$ cat src/rtl/mac_pkg.sv
package mac_pkg;
    localparam int MAC_W = 32;
endpackage

$ cat src/rtl/mac_mul_stage.sv
module mac_mul_stage #(
    parameter int W = mac_pkg::MAC_W
) (
    input  logic         clk,
    input  logic         rst,
    input  logic [W-1:0] a,
    input  logic [W-1:0] b,
    output logic [W-1:0] prod_q
);
    typedef struct packed {
        logic [W-1:0] prod;
    } mul_state_t;

    mul_state_t st_d, st_q;

    // Stage 1: form the truncated product of the registered operands
    always_comb begin
        st_d = st_q;
        if (rst) begin
            st_d.prod = '0;
        end else begin
            st_d.prod = a * b;
        end
    end

    always_ff @(posedge clk) begin
        st_q <= st_d;
    end

    assign prod_q = st_q.prod;
endmodule

$ cat src/rtl/mac_acc_stage.sv
module mac_acc_stage #(
    parameter int W = mac_pkg::MAC_W
) (
    input  logic         clk,
    input  logic         rst,
    input  logic [W-1:0] prod,
    output logic [W-1:0] acc_q
);
    typedef struct packed {
        logic [W-1:0] acc;
    } acc_state_t;

    acc_state_t st_d, st_q;

    // Stage 2: fold the stored product into the running total, wrapping at 2^W
    always_comb begin
        st_d = st_q;
        if (rst) begin
            st_d.acc = '0;
        end else begin
            st_d.acc = st_q.acc + prod;
        end
    end

    always_ff @(posedge clk) begin
        st_q <= st_d;
    end

    assign acc_q = st_q.acc;
endmodule

$ cat src/rtl/pipe_mac.sv
module pipe_mac #(
    parameter int DATA_W = mac_pkg::MAC_W
) (
    input  logic              clk,
    input  logic              rst,
    input  logic [DATA_W-1:0] op_a,
    input  logic [DATA_W-1:0] op_b,
    output logic [DATA_W-1:0] acc_out
);
    logic [DATA_W-1:0] stage_prod;

    mac_mul_stage #(.W(DATA_W)) u_mul (
        .clk    (clk),
        .rst    (rst),
        .a      (op_a),
        .b      (op_b),
        .prod_q (stage_prod)
    );

    mac_acc_stage #(.W(DATA_W)) u_acc (
        .clk   (clk),
        .rst   (rst),
        .prod  (stage_prod),
        .acc_q (acc_out)
    );
endmodule

$ cat config.mk
export PLATFORM = sky130hd
export DESIGN_NAME = pipe_mac
export DESIGN_NICKNAME = d
export VERILOG_FILES = /design/src/rtl/mac_pkg.sv /design/src/rtl/mac_mul_stage.sv /design/src/rtl/mac_acc_stage.sv /design/src/rtl/pipe_mac.sv
export SDC_FILE = /design/constraint.sdc
export NUM_CORES = 1
export LEC_CHECK = 0
export BUFFER_PORTS_ARGS = -buffer_cell sky130_fd_sc_hd__buf_2
export CORE_MARGIN = 2
export CORE_UTILIZATION = 48
export CTS_CLUSTER_SIZE = 8
export DETAILED_ROUTE_END_ITERATION = 16
export PLACE_DENSITY = 0.79
export SKIP_CTS_REPAIR_TIMING = 1
export SLEW_MARGIN = 15
export SYNTH_ARGS = -nofsm -noshare
export SYNTH_HDL_FRONTEND = slang
export SYNTH_SLANG_ARGS = --single-unit
$ cat constraint.sdc
create_clock -name clk -period 7.13 [get_ports clk]
set_input_delay 0.3565 -clock clk [delete_from_list [all_inputs] [get_ports clk]]
set_output_delay 0.3565 -clock clk [all_outputs]
set_load 0.1 [all_outputs]
==> impl_results.md <==
- Iteration-0 DRC count of the detailed router: 912
- CTS clk-pin slew, worst paths: roughly 0.050 ns
- Total Nets Final: about 2,800
- Mux share of post-synthesis cell area: 0.239%
- Max-cap violations: 0
- Synthesized flop and latch total: 64
- Clk Latency, worst-skew pair: around 0.32 ns
- Largest family of logic cells by synthesized area: adder cells
- Relative slew slack: 47.4%
- Final Slew Violations: 0
- HP Class: reg2reg
- Post-route clock period utilization: between 90% and 100%
- Compound-Gate Fraction of Synth Area: 5.45%
- WL/cell: roughly 18 um
- Diode count: 0
- WL final: slightly below 50 mm
- Vias: between 10,000 and 15,000
- Die area: 40,800 um^2
- Post-Syn Instances: 2,098
- CP required: around 7.3 ns
- Via/cell ratio: around 5.3
- Post-synth EDFFs: 0
- Hold path depth: 2
- First-pass GRT wire length: ~79 mm
- Largest fanout on the critical path: 11
- Ys async rst share: 0%
- Syn_nets: roughly 2,700
- Filler cells: about 3,400
- GRT met1 Usage: 31.7%
- # DRC: 0
- Final number of hold-violating endpoints: 0
- Met3 usage: under 10%
- Busiest grt layer: met2
- Outcome: completed
- RSZ-0062 raised after global routing: false
- CTS tree: done
- Total CTS buffers: 9
- Initial antenna violation count: 0
- Initial core utilization: 48.7%
- Crit path DAT: between 6 and 7 ns
- Post-layout min period: slightly below 7 ns
- Final setup violation count: 0
- Vias in the first global route: 15,400
- Adder-cell share of the synthesized area: ~54%
- Fraction of layout cells with a size suffix above 1: ~7.7%
- Ys flop type: dfxtp_1
- Die Ht: just over 200 um
- Clock Skew: 0.00439 ns
- Largest net degree at the start of global routing: 73
- Post-route setup TNS: 0 ns
- CTS sink cnt: 64
- CP Capture Type: flip-flop
- Most frequent cells after synthesis: fa_1 (409), inv_1 (402), nand2_1 (283)
- Post-DP HPWL: 40.8 mm
- Worst Max-Slew Pin Slew: between 0.7 and 0.8 ns
- Final hold slack: ~0.56 ns
- Synth cell types: slightly above 60
- FP Rows: 72
- Buffers on Ports: between 90 and 100
- Core Area: about 39,000 um^2
- Clock buffer depth: 2
- GRT overflow: 0
- Drt first pass iters: 5
- Met2 usage in global routing: approximately two fifths
- Syn Area/Cell: between 8 and 9 um^2
- Max Clk Rate: 148 MHz
- H-Tree Depth: 3
- Gr usage total: 24.3%
- R2R cell count: 11
- I/O Pins: 98
- Count leader, synth: fa_1
- CP Launch Type: input port
- Area contributors post-synth: fa_1 (44%), ha_1 (10%), and2_1 (9.0%)
- Post-synthesis sequential area ratio: under 10%
- Clk root buf: clkbuf_16
- Ys Warns: 0
- RD Place Congestion: between 0.9 and 1
- Layout Area Growth over Synthesis: 7.24%
- Post-Synth XOR/XNOR Area: approximately 4.9%
- CP Class: in2reg
- Cell Area, Synth: around 19,000 um^2
- Die W: between 200 and 250 um
- Antenna-violating nets left: 0
- Post-synth top area cell: fa_1
- Post-Synth Simple-Gate Area: a little under a fifth
- Area share of the leading cell type in the synthesized netlist: 43.5%
## kinds of logic after synthesis
kind of cell	count (synthesis)
multiplexers	4
AO/OA/AOI/OAI	152
AND/OR/NAND/NOR	713
XOR/XNOR	103
flip-flops	64
buffers and inverters	499
adder cells (fa/ha/maj)	563
## path summary, 6_finish.rpt
check,from,slack [ns],endpoint
setup reg to reg,u_acc.acc_q[0]$_SDFF_PP0_,3.93,u_acc.acc_q[30]$_SDFF_PP0_
hold / removal,u_mul.prod_q[0]$_SDFF_PP0_,0.56,u_acc.acc_q[0]$_SDFF_PP0_
setup / recovery,op_a[9],0.36,u_mul.prod_q[29]$_SDFF_PP0_
hold reg to reg,u_mul.prod_q[0]$_SDFF_PP0_,0.56,u_acc.acc_q[0]$_SDFF_PP0_
## worst max-delay path: stages
cell	delay (ns)
buf_2	0.32
buf_4	0.22
nand2_1	0.08
fa_1	0.44
inv_1	0.08
fa_1	0.45
fa_1	0.53
inv_1	0.05
fa_1	0.50
inv_1	0.06
fa_1	0.50
inv_1	0.05
fa_1	0.52
inv_1	0.05
fa_1	0.39
fa_1	0.41
ha_1	0.42
and3_1	0.22
nand4_1	0.12
a211o_1	0.31
a31oi_1	0.31
o31ai_1	0.15
a21oi_1	0.18
xnor2_1	0.15
nor2_1	0.06
## registers in the layout, summed over array words and instances, names as in the netlist
signal,flops
u_acc.acc_q,32
u_mul.prod_q,32
## layer usage
layer  wire length [um]  vias to the layer above
met2              23000                      618
li1                   -                     6370
met3               3480                      133
met4               1960                        0
met5                  0                        -
met1              19700                     7145
## metrics by stage
stage / cell area, um^2 / utilization [%] / worst slack, ns / std cells
after detailed placement: 19900 / 51.5 / 0.0723 / 2655
after floorplan: 18800 / - / 0.323 / 2098
after global placement: 19900 / 51.5 / 0.205 / 2655
after CTS: 20200 / 52.2 / 0.396 / 2670
after global routing: 20200 / 52.2 / 0.0847 / 2670
final: 20200 / 52.2 / 0.356 / 2670
## placed cells by master, fill, tap and decap left out, drive strengths merged, types with 11 or more instances in the layout
cell and n:
xor2 30, ha 154, o21ai 29, nand3 11
inv 402, buf 136, a31oi 12, fa 409
a21oi 31, xnor2 72, nor2 79, and2 271
dfxtp 64, nor2b 12, o21a 16, a211oi 12
a21o 16, nand2 283, nor3 17
## final cells by class
class,instances,area (um^2),share of cell area [%]
multi-input combinational,1535,15700,77.6
timing repair buffer,136,791,3.92
inverter,402,1510,7.48
clock buffer,10,239,1.18
clock inverter,5,57.6,0.285
sequential,64,1280,6.35
tap,518,648,3.21
Power is left out: the tool's default activity adds up to more than one toggle a clock period on the data nets, which glitch-free logic cannot reach.
